===== src/rtl/icx_pkg.sv =====
package icx_pkg;
  // Region codes taken from address bits [11:7]
  localparam logic [4:0] RG_MISC  = 5'h00;
  localparam logic [4:0] RG_ROUTE = 5'h01;
  localparam logic [4:0] RG_ENSET = 5'h02;
  localparam logic [4:0] RG_ENCLR = 5'h03;
  localparam logic [4:0] RG_PEND  = 5'h1B;
  localparam logic [4:0] RG_WAKE  = 5'h1C;
  // Offsets within the miscellaneous region, address bits [6:0]
  localparam logic [6:0] OFS_CTRL = 7'h00;
  localparam logic [6:0] OFS_MASK = 7'h0C;
  localparam logic [6:0] OFS_SYNC = 7'h10;
  localparam logic [6:0] OFS_HOLD = 7'h14;
endpackage


===== src/rtl/icx_sync.sv =====
module icx_sync #(
  parameter int W = 128
) (
  input  logic         clk_i,
  input  logic         rst_i,
  input  logic [W-1:0] d_i,
  output logic [W-1:0] q_o
);
  logic [W-1:0] meta_q;

  always_ff @(posedge clk_i) begin
    if (rst_i) begin
      meta_q <= '0;
      q_o    <= '0;
    end else begin
      meta_q <= d_i;
      q_o    <= meta_q;
    end
  end
endmodule


===== src/rtl/icx_bank.sv =====
module icx_bank #(
  parameter int W = 32
) (
  input  logic         clk_i,
  input  logic         rst_i,
  input  logic [W-1:0] src_i,
  input  logic         wr_route_i,
  input  logic         wr_set_i,
  input  logic         wr_clr_i,
  input  logic         wr_wake_i,
  input  logic [W-1:0] wdata_i,
  output logic [W-1:0] en_o,
  output logic [W-1:0] route_o,
  output logic [W-1:0] wake_o,
  output logic [W-1:0] pend_o,
  output logic         irq_any_o,
  output logic         fiq_any_o,
  output logic         wake_any_o
);
  always_ff @(posedge clk_i) begin
    if (rst_i) begin
      en_o    <= '0;
      route_o <= '1;
      wake_o  <= '0;
    end else begin
      if (wr_set_i)      en_o <= en_o | wdata_i;
      else if (wr_clr_i) en_o <= en_o & ~wdata_i;
      if (wr_route_i)    route_o <= wdata_i;
      if (wr_wake_i)     wake_o  <= wdata_i;
    end
  end

  always_comb begin
    pend_o     = src_i & en_o;
    irq_any_o  = |(pend_o & route_o);
    fiq_any_o  = |(pend_o & ~route_o);
    wake_any_o = |(src_i & wake_o);
  end

  // set bits appear in the mask
  assert_enable_set_R2: assert property (@(posedge clk_i) disable iff (rst_i)
    wr_set_i |=> ((en_o & $past(wdata_i)) == $past(wdata_i)));
  // cleared bits leave the mask
  assert_enable_clear_R3: assert property (@(posedge clk_i) disable iff (rst_i)
    (wr_clr_i && !wr_set_i) |=> ((en_o & $past(wdata_i)) == '0));
  // mask holds without a set or clear write
  assert_enable_hold_R2: assert property (@(posedge clk_i) disable iff (rst_i)
    (!wr_set_i && !wr_clr_i) |=> $stable(en_o));
endmodule


===== src/rtl/icx_top.sv =====
module icx_top #(
  parameter int NUM_BANKS = 4,
  parameter int DATA_W    = 32,
  parameter int ADDR_W    = 12,
  parameter int MASK_W    = 8,
  parameter int SYNCC_W   = 2
) (
  input  logic                          clk_i,
  input  logic                          rst_i,
  input  logic [NUM_BANKS*DATA_W-1:0]   src_i,
  input  logic                          wr_en_i,
  input  logic                          rd_en_i,
  input  logic [ADDR_W-1:0]             addr_i,
  input  logic [DATA_W-1:0]             wdata_i,
  output logic [DATA_W-1:0]             rdata_o,
  output logic                          irq_o,
  output logic                          fiq_o,
  output logic                          wake_o
);
  import icx_pkg::*;

  localparam int NUM_SRC = NUM_BANKS * DATA_W;
  localparam int BIDX_W  = (NUM_BANKS > 1) ? $clog2(NUM_BANKS) : 1;

  logic [NUM_SRC-1:0]   src_sync;
  logic [4:0]           region;
  logic [4:0]           bsel;
  logic [6:0]           low7;
  logic                 bank_ok;
  logic [BIDX_W-1:0]    bidx;

  logic [DATA_W-1:0]    en_a    [NUM_BANKS];
  logic [DATA_W-1:0]    route_a [NUM_BANKS];
  logic [DATA_W-1:0]    wake_a  [NUM_BANKS];
  logic [DATA_W-1:0]    pend_a  [NUM_BANKS];
  logic [NUM_BANKS-1:0] irq_b, fiq_b, wake_b, pend_b, en_b, wcfg_b;

  logic [DATA_W-1:0]    ctrl_q;
  logic [MASK_W-1:0]    mask_q;
  logic [SYNCC_W-1:0]   syncc_q;
  logic                 hold_q;
  logic                 hold_wr;
  logic [DATA_W-1:0]    rd_val;

  icx_sync #(.W(NUM_SRC)) u_sync (
    .clk_i (clk_i), .rst_i (rst_i), .d_i (src_i), .q_o (src_sync)
  );

  always_comb begin
    region  = addr_i[11:7];
    bsel    = addr_i[6:2];
    low7    = addr_i[6:0];
    bidx    = bsel[BIDX_W-1:0];
    bank_ok = (int'(bsel) < NUM_BANKS) && (addr_i[1:0] == 2'b00);
    hold_wr = wr_en_i && (region == RG_MISC) && (low7 == OFS_HOLD);
  end

  for (genvar b = 0; b < NUM_BANKS; b++) begin : g_bank
    logic hit;
    assign hit = wr_en_i && bank_ok && (bsel == 5'(b));

    icx_bank #(.W(DATA_W)) u_bank (
      .clk_i      (clk_i),
      .rst_i      (rst_i),
      .src_i      (src_sync[b*DATA_W +: DATA_W]),
      .wr_route_i (hit && (region == RG_ROUTE)),
      .wr_set_i   (hit && (region == RG_ENSET)),
      .wr_clr_i   (hit && (region == RG_ENCLR)),
      .wr_wake_i  (hit && (region == RG_WAKE)),
      .wdata_i    (wdata_i),
      .en_o       (en_a[b]),
      .route_o    (route_a[b]),
      .wake_o     (wake_a[b]),
      .pend_o     (pend_a[b]),
      .irq_any_o  (irq_b[b]),
      .fiq_any_o  (fiq_b[b]),
      .wake_any_o (wake_b[b])
    );
    assign pend_b[b] = |pend_a[b];
    assign en_b[b]   = |en_a[b];
    assign wcfg_b[b] = |wake_a[b];
  end

  always_ff @(posedge clk_i) begin
    if (rst_i) begin
      ctrl_q  <= '0;
      mask_q  <= '0;
      syncc_q <= '0;
      hold_q  <= 1'b0;
      irq_o   <= 1'b0;
      fiq_o   <= 1'b0;
      wake_o  <= 1'b0;
      rdata_o <= '0;
    end else begin
      if (wr_en_i && region == RG_MISC) begin
        case (low7)
          OFS_CTRL: ctrl_q  <= wdata_i;
          OFS_MASK: mask_q  <= wdata_i[MASK_W-1:0];
          OFS_SYNC: syncc_q <= wdata_i[SYNCC_W-1:0];
          OFS_HOLD: hold_q  <= wdata_i[0] && !(|pend_b);
          default: ;
        endcase
      end
      irq_o   <= |irq_b;
      fiq_o   <= |fiq_b;
      wake_o  <= |wake_b;
      rdata_o <= rd_en_i ? rd_val : '0;
    end
  end

  always_comb begin
    rd_val = '0;
    if (region == RG_MISC) begin
      case (low7)
        OFS_CTRL: rd_val = ctrl_q;
        OFS_MASK: rd_val = {{(DATA_W-MASK_W){1'b0}}, mask_q};
        OFS_SYNC: rd_val = {{(DATA_W-SYNCC_W){1'b0}}, syncc_q};
        OFS_HOLD: rd_val = {{(DATA_W-1){1'b0}}, hold_q};
        default:  rd_val = '0;
      endcase
    end else if (bank_ok) begin
      case (region)
        RG_ROUTE:          rd_val = route_a[bidx];
        RG_ENSET, RG_ENCLR: rd_val = en_a[bidx];
        RG_PEND:           rd_val = pend_a[bidx];
        RG_WAKE:           rd_val = wake_a[bidx];
        default:           rd_val = '0;
      endcase
    end
  end

  // no enabled source, no request on either line
  assert_quiet_when_disabled_R5: assert property (@(posedge clk_i) disable iff (rst_i)
    !(|en_b) |=> (!irq_o && !fiq_o));
  // no wakeup bit, no wakeup request
  assert_no_wake_unconfigured_R7: assert property (@(posedge clk_i) disable iff (rst_i)
    !(|wcfg_b) |=> !wake_o);
  // holdoff refused while an enabled source is pending
  assert_holdoff_refused_R8: assert property (@(posedge clk_i) disable iff (rst_i)
    (hold_wr && (|pend_b)) |=> !hold_q);
endmodule


===== config.mk =====
export PLATFORM = sky130hd
export DESIGN_NAME = icx_top
export DESIGN_NICKNAME = d
export VERILOG_FILES = /design/src/rtl/icx_pkg.sv /design/src/rtl/icx_sync.sv /design/src/rtl/icx_bank.sv /design/src/rtl/icx_top.sv
export SDC_FILE = /design/constraint.sdc
export NUM_CORES = 2
export LEC_CHECK = 0
export BUFFER_PORTS_ARGS = -buffer_cell sky130_fd_sc_hd__buf_2
export CAP_MARGIN = 40
export CORE_MARGIN = 2
export CORE_UTILIZATION = 38
export DETAILED_ROUTE_END_ITERATION = 8
export MAX_ROUTING_LAYER = met4
export PLACE_DENSITY = 0.51
export SETUP_SLACK_MARGIN = 0.15
export SLEW_MARGIN = 10
export SYNTH_ARGS = -nofsm -noshare
export SYNTH_HDL_FRONTEND = slang
export SYNTH_SLANG_ARGS = --single-unit

===== constraint.sdc =====
create_clock -name clk_i -period 3.7 [get_ports clk_i]
set_clock_uncertainty 0.2 [all_clocks]
set_input_delay 0.37 -clock clk_i [delete_from_list [all_inputs] [get_ports clk_i]]
set_output_delay 0.37 -clock clk_i [all_outputs]
set_load 0.01 [all_outputs]

# Word level (Yosys, flattened, before mapping)
# Index checks and enable logic that the tools add are counted.
op_classes:
  eq_ne: 11
  n_reduce_logical: 43
  order_cmp: 2
  bitwise: 31
  mux: 24
ops:
  columns: ["cell", "n"]
  rows:
  - ["32-bit AND", 20]
  - ["32-bit 2-to-1 mux", 18]
  - ["128-bit OR reduction", 4]
  - ["32-bit binary-select mux with 2-bit select", 4]
  - ["32-bit case mux with 4 select lines", 2]
  - ["32-bit inverter", 5]
  - ["32-bit OR", 4]
  - ["1-bit logical AND", 24]
  - ["5-bit by 2-bit == test with 1-bit output (second input constant)", 4]
  - ["7-bit by 5-bit == test with 1-bit output (second input constant)", 2]
  - ["5-bit by 1-bit == test with 1-bit output (second input constant)", 2]
  - ["5-bit == test (second input constant)", 2]
  - ["5-bit zero test", 2]
  - ["2-bit AND reduction", 4]
  - ["2-bit nonzero test", 4]
  - ["7-bit by 4-bit == test with 1-bit output (second input constant)", 1]
  - ["7-bit zero test", 1]
  - ["5-bit by 3-bit less-than comparator with 1-bit output (second input constant)", 1]
  - ["2-bit OR reduction", 2]
  - ["3-bit >= comparator (second input constant)", 1]
  - ["2-bit inverter with 3-bit output", 1]
  - ["2-bit zero test", 1]
  - ["1-bit zero test", 1]
  - ["1-bit inverter", 1]
totals:
  wordCells: 133
  out_inout_bits: 35
  in_bits: 176
  regBits: 718

# Longest topological paths before layout
logic_depth:
  depth_word: 7
  mapped_depth: 9
  mapped_depth_nobuf: 6

# Hierarchy
# From an unflattened synthesis, not the netlist that was laid out.
hier_totals:
  hier_cells: 3173
  hier_area_um2: 30737.0
modules_own_cells:
  columns: ["module", "instances", "area_each_um2", "seq_area_each_um2", "cells_per_inst"]
  rows:
  - ["icx_bank", 4, 4142.7, 1921.8, 477]
  - ["icx_top", 1, 7302.0, 1561.5, 725]
  - ["icx_sync", 1, 6864.1, 5124.9, 540]

# Worst setup path after synthesis
# OpenSTA, ideal clock, no wires.
synth_timing:
  path_kind: "input-to-reg"
  start: "in addr_i[2]"
  end: "reg rdata_o[31]"
  setup_ps: 130
  path_slack_ps: 1493
  arrival_time_ps: 1877
  path_buffers: 3
  required_ps: 3370
  path_stages: 8
  cell_sequence: "buf_2 > buf_2 > buf_4 > mux4_2 > a22oi_1 > o21ai_0 > a21oi_1 > o21ai_0"
synth_between:
  elab_chain_len: 7
  elab_cells_between_ends: 23
  cone_classes: "order compare: 1; eq/ne: 3; mux: 16; bitwise: 1; reduce/logical: 2"
synth_rtl:
  columns: ["item", "line", "rtl"]
  rows:
  - ["start, declared", "icx_top.sv:13", "input logic [ADDR_W-1:0] addr_i,"]
  - ["2-bit inverter with 3-bit output (implied by the code)", null, null]
  - ["32-bit binary-select mux with 2-bit select, on equally long branches", null, null]
  - ["32-bit 2-to-1 mux, on equally long branches (2 in a row)", null, null]
  - ["32-bit case mux with 4 select lines", "icx_top.sv:122", "case (region)"]
  - ["32-bit 2-to-1 mux", "icx_top.sv:121", "end else if (bank_ok) begin"]
  - ["32-bit 2-to-1 mux (*)", "icx_top.sv:113", "if (region == RG_MISC) begin"]
  - ["end signal, assigned", "icx_top.sv:107", "rdata_o <= rd_en_i ? rd_val : '0;"]
  - ["end, declared", "icx_top.sv:15", "output logic [DATA_W-1:0] rdata_o,"]
# Every way passes the cells marked *; elsewhere a longest branch is shown, timed or not. The select of a mux whose other input is x is not followed.
# A chain may end at the register's enable or synchronous reset.

==> summary by stage <==
Die
The die extent in x is 286 um. The top-level port count is 211. The placement row count is a little over 100. The floorplan die height is approximately 290 um.

The die covers 81,700 um^2. The starting density of the core is between 30% and 40%. The placeable core area is between 70,000 and 80,000 um^2.

Clock tree
The clock tree synthesis step divided the H-tree into 3 levels. The root buffer cell chosen for the clock tree is sky130_fd_sc_hd__clkbuf_16. TritonCTS built the clock tree. Clock tree synthesis inserted a total of 82 buffers. The later pin in the worst-skew pair is clocked with a latency of ~0.67 ns. The clock sink count is just over 700. The buffer depth of the longest clock path is 3. Clock-pin slew was measured on the worst setup and hold paths at approximately 0.06 ns.

Detailed routing
The wire length per cell is between 30 and 40 um. The total iterations of the first detailed-routing run is 9. The total detailed-routing wirelength is ~170,000 um.

After detailed routing, the number of remaining DRC violations is 2. After the first detailed-routing iteration, the DRC count stood at between 4k and 5k. The detailed-route vias per instance is approximately 6.3. The total via count after detailed routing is between 20k and 30k. The detail route stage leaves a number of antenna-violating nets equal to 0.

Power
Overall power consumption after layout is estimated at approximately 17 mW. The worst-case IR drop observed on VDD is between 0.3 and 0.4 mV. For this design the ratio of total power to cell area is about 470 nW/um^2. The leakage power of the design is ~13 nW.

Global route
After global routing the overflow that remains totals 0. The initial antenna violation count is 12. The global-route usage over all layers is 41.6%. The via count of the first global-routing pass is around 27k. The largest net degree at the start of global routing is roughly 170. The first global-routing pass estimated 226,000 um of wire.

Timing
The total count of max-transition violations in the final report is 0. The final hold violation count is 0. Across all setup checks in the final design, the least slack found is 0.841 ns.

The relative slew slack is between 30% and 40%. Setup repair after global routing left no endpoint under its margin. The smallest clock period supported by the final layout is computed as around 2.9 ns. Timing would allow up to approximately 0.35 GHz.

For the pin with the worst max-slew slack, the measured transition is approximately 0.9 ns. The setup TNS after final layout is 0 ns. The setup violation total in the final timing report is 0. In the finished design, the share of the clock period the worst path needs comes to about 77%.

Worst hold path
The type of the worst min-delay path is in -> reg. In this run the most critical hold path is launched from rst_i.

Finish
Fill cells in the final layout number 7,449. For this run, the post-layout net count is ~3.6k. Leaving out fill and tap cells, the most frequent cells in the layout are 718 x sky130_fd_sc_hd__dfxtp_1, 614 x sky130_fd_sc_hd__nand2_1, 324 x sky130_fd_sc_hd__a21oi_1, 322 x sky130_fd_sc_hd__nor2b_1, 206 x sky130_fd_sc_hd__buf_2. The growth of design area from synthesis to finish is 21.6%.

The share of cells above drive strength 1 is around 16%. Leaving out fill and tap cells, the most frequent cell in the layout is sky130_fd_sc_hd__dfxtp_1.

Placement
During placement, the flow inserted port buffers numbering between 200 and 250. Detailed placement ended at an HPWL of 125,000 um. Routability-driven placement finished with a final weighted congestion of between 1 and 1.5. Before CTS, the worst setup slack after placement is 0.669 ns.

Yosys
The dominant combinational cell family by area after synthesis is simple AND/OR/NAND/NOR gates. The synthesized area divided by synthesized cell count is 9.39 um^2. The number of distinct library cells after synthesis is 51. Yosys printed 0 warnings. Summing the sequential cell areas from Yosys gives between 40% and 50% of the chip area. The simple-gate area share of the yosys netlist is between 20% and 30%. The synthesized netlist devotes around 16% of its cell area to compound gates.

The most used flip-flop cell after synthesis is sky130_fd_sc_hd__dfxtp_1. The number of storage elements in the synthesis netlist is 718. The proportion of synthesized area in mux cells is under 10%. In this run, synthesis inferred 0 flip-flops with an integrated enable.

In this run the cell area of the synthesized design comes to about 30,000 um^2. The xor and xnor fraction of the mapped netlist area is less than 1%. When the netlist entered floorplanning its net count stood at approximately 3.4k. Summing the areas of all fa, ha and maj instances in the mapped netlist gives 0% of the synthesized area. The cell count after synthesis came out at 3,215. The share of async-settable or async-resettable flops after synthesis is 0%.

Worst setup path
The origin of the worst setup path is addr_i[0]. The required arrival time at the worst endpoint is about 4.1 ns. The element type at the critical path end is a flip-flop. The worst path arrival time is about 3.2 ns.

Along the worst path, the maximum fanout reaches 22. The type of element launching the critical path is an input port. The reg-to-reg critical path startpoint is g_bank[1].u_bank.route_o[20]$_SDFFE_PP1P_. The critical path is of the in -> reg type.

Run status
The flow ran to the end, but the final reports show violations. The final reports fail on design-rule violations.

Run
Max-cap violations in this run came to 0.
-- per-stage QoR --
| stage | hold slack [ns] | instance area, um^2 | utilization [%] | instances |
|---|---|---|---|---|
| 2_1_floorplan | 0.214 | 30200 | - | 3215 |
| 3_3_place_gp | 0.218 | 32300 | 41.0 | 4269 |
| 3_5_place_dp | 0.222 | 32300 | 41.0 | 4271 |
| 4_1_cts | 0.00502 | 36700 | 46.6 | 4574 |
| 5_1_grt | 0.0112 | 36700 | 46.6 | 4581 |
| 6_report | 0.0180 | 36700 | 46.6 | 4585 |
-- worst max-delay path: stages --
cell and delay [ns]:
sky130_fd_sc_hd__dlygate4sd3_1 0.53, sky130_fd_sc_hd__buf_2 0.13, sky130_fd_sc_hd__nor4_4 0.25, sky130_fd_sc_hd__and2_1 0.45, sky130_fd_sc_hd__nand4_2 0.24, sky130_fd_sc_hd__nor2_4 0.58, sky130_fd_sc_hd__buf_12 0.24, sky130_fd_sc_hd__a21oi_1 0.08
sky130_fd_sc_hd__a311oi_1 0.30
-- cell families after synthesis --
group / Yosys count
AOI/OAI and AO/OA: 760
xor gates and xnor gates: 1
buffers and inverters: 293
DFF: 718
muxes: 132
and+or+nand+nor: 1311
-- worst paths after layout --
check | endpoint | slack, ns | depth (start not counted)
setup / recovery | flip-flop | 0.84 | 9
hold / removal | ctrl_q[31]$_SDFFE_PP0P_ | 0.02 | 2
setup reg to reg | irq_o$_SDFF_PP0_ | 0.99 | 7
hold reg to reg | u_sync.q_o[66]$_SDFF_PP0_ | 0.23 | 1
-- synthesized netlist by cell type, drive strengths merged (2+ instances only) --
master | n | share of area, %
nand4 | 78 | 1.6
or2 | 4 | 0.083
a32oi | 2 | 0.058
and4 | 3 | 0.087
a221oi | 21 | 0.61
inv | 3 | 0.037
nand3 | 140 | 2.3
nor2 | 32 | 0.57
mux4 | 128 | 9.6
clkbuf | 199 | 2.5
nand4b | 3 | 0.19
nor3 | 4 | 0.083
and3 | 6 | 0.12
nor2b | 322 | 6.7
o22a | 4 | 0.12
o21ai | 59 | 0.98
nand2 | 614 | 7.6
a211o | 64 | 1.9
a41oi | 2 | 0.058
or4 | 2 | 0.050
o22ai | 63 | 1.3
and2 | 3 | 0.062
nand3b | 66 | 1.6
a21oi | 324 | 5.4
nor4 | 29 | 0.65
a22oi | 60 | 1.5
a22o | 22 | 0.64
buf | 91 | 1.7
mux2i | 4 | 0.13
a311oi | 128 | 3.7
o221ai | 4 | 0.12
dfxtp | 718 | 48
a31oi | 4 | 0.083
nand2b | 3 | 0.062
-- routing by layer --
metal	track usage, %	vias up	share of wire (%)
li1	-	12149	-
met1	53.1	14334	39
met2	59.1	2088	42
met3	13.3	394	13
met4	20.9	0	5.9
met5	-	-	0
-- where the power goes --
group / switching, mW / internal (mW)
sequential: 0.169 / 7.86
combinational: 0.526 / 0.365
clock: 3.55 / 4.87
total: 4.25 / 13.1
-- repair_timing --
| action | CTS | global route |
|---|---|---|
| hold buffers | 160 | 0 |
| setup buffers | 0 | 0 |
| resized for setup | 0 | 0 |
| hold endpoints to repair | 297 | 0 |
-- final cells by class --
type                            instances  area, um^2  share of cell area [%]
Antenna cell                           10        25.0                  0.0682
Sequential cell                       718       14400                    39.2
Multi-Input combinational cell       2204       14500                    39.6
Clock inverter                         31         457                    1.24
Timing Repair Buffer                  457        3670                    9.99
Clock buffer                          112        2320                    6.33
Inverter                                3        11.3                  0.0307
Tap cell                             1050        1310                    3.58
No activity file was read; power rests on OpenSTA's default activity.
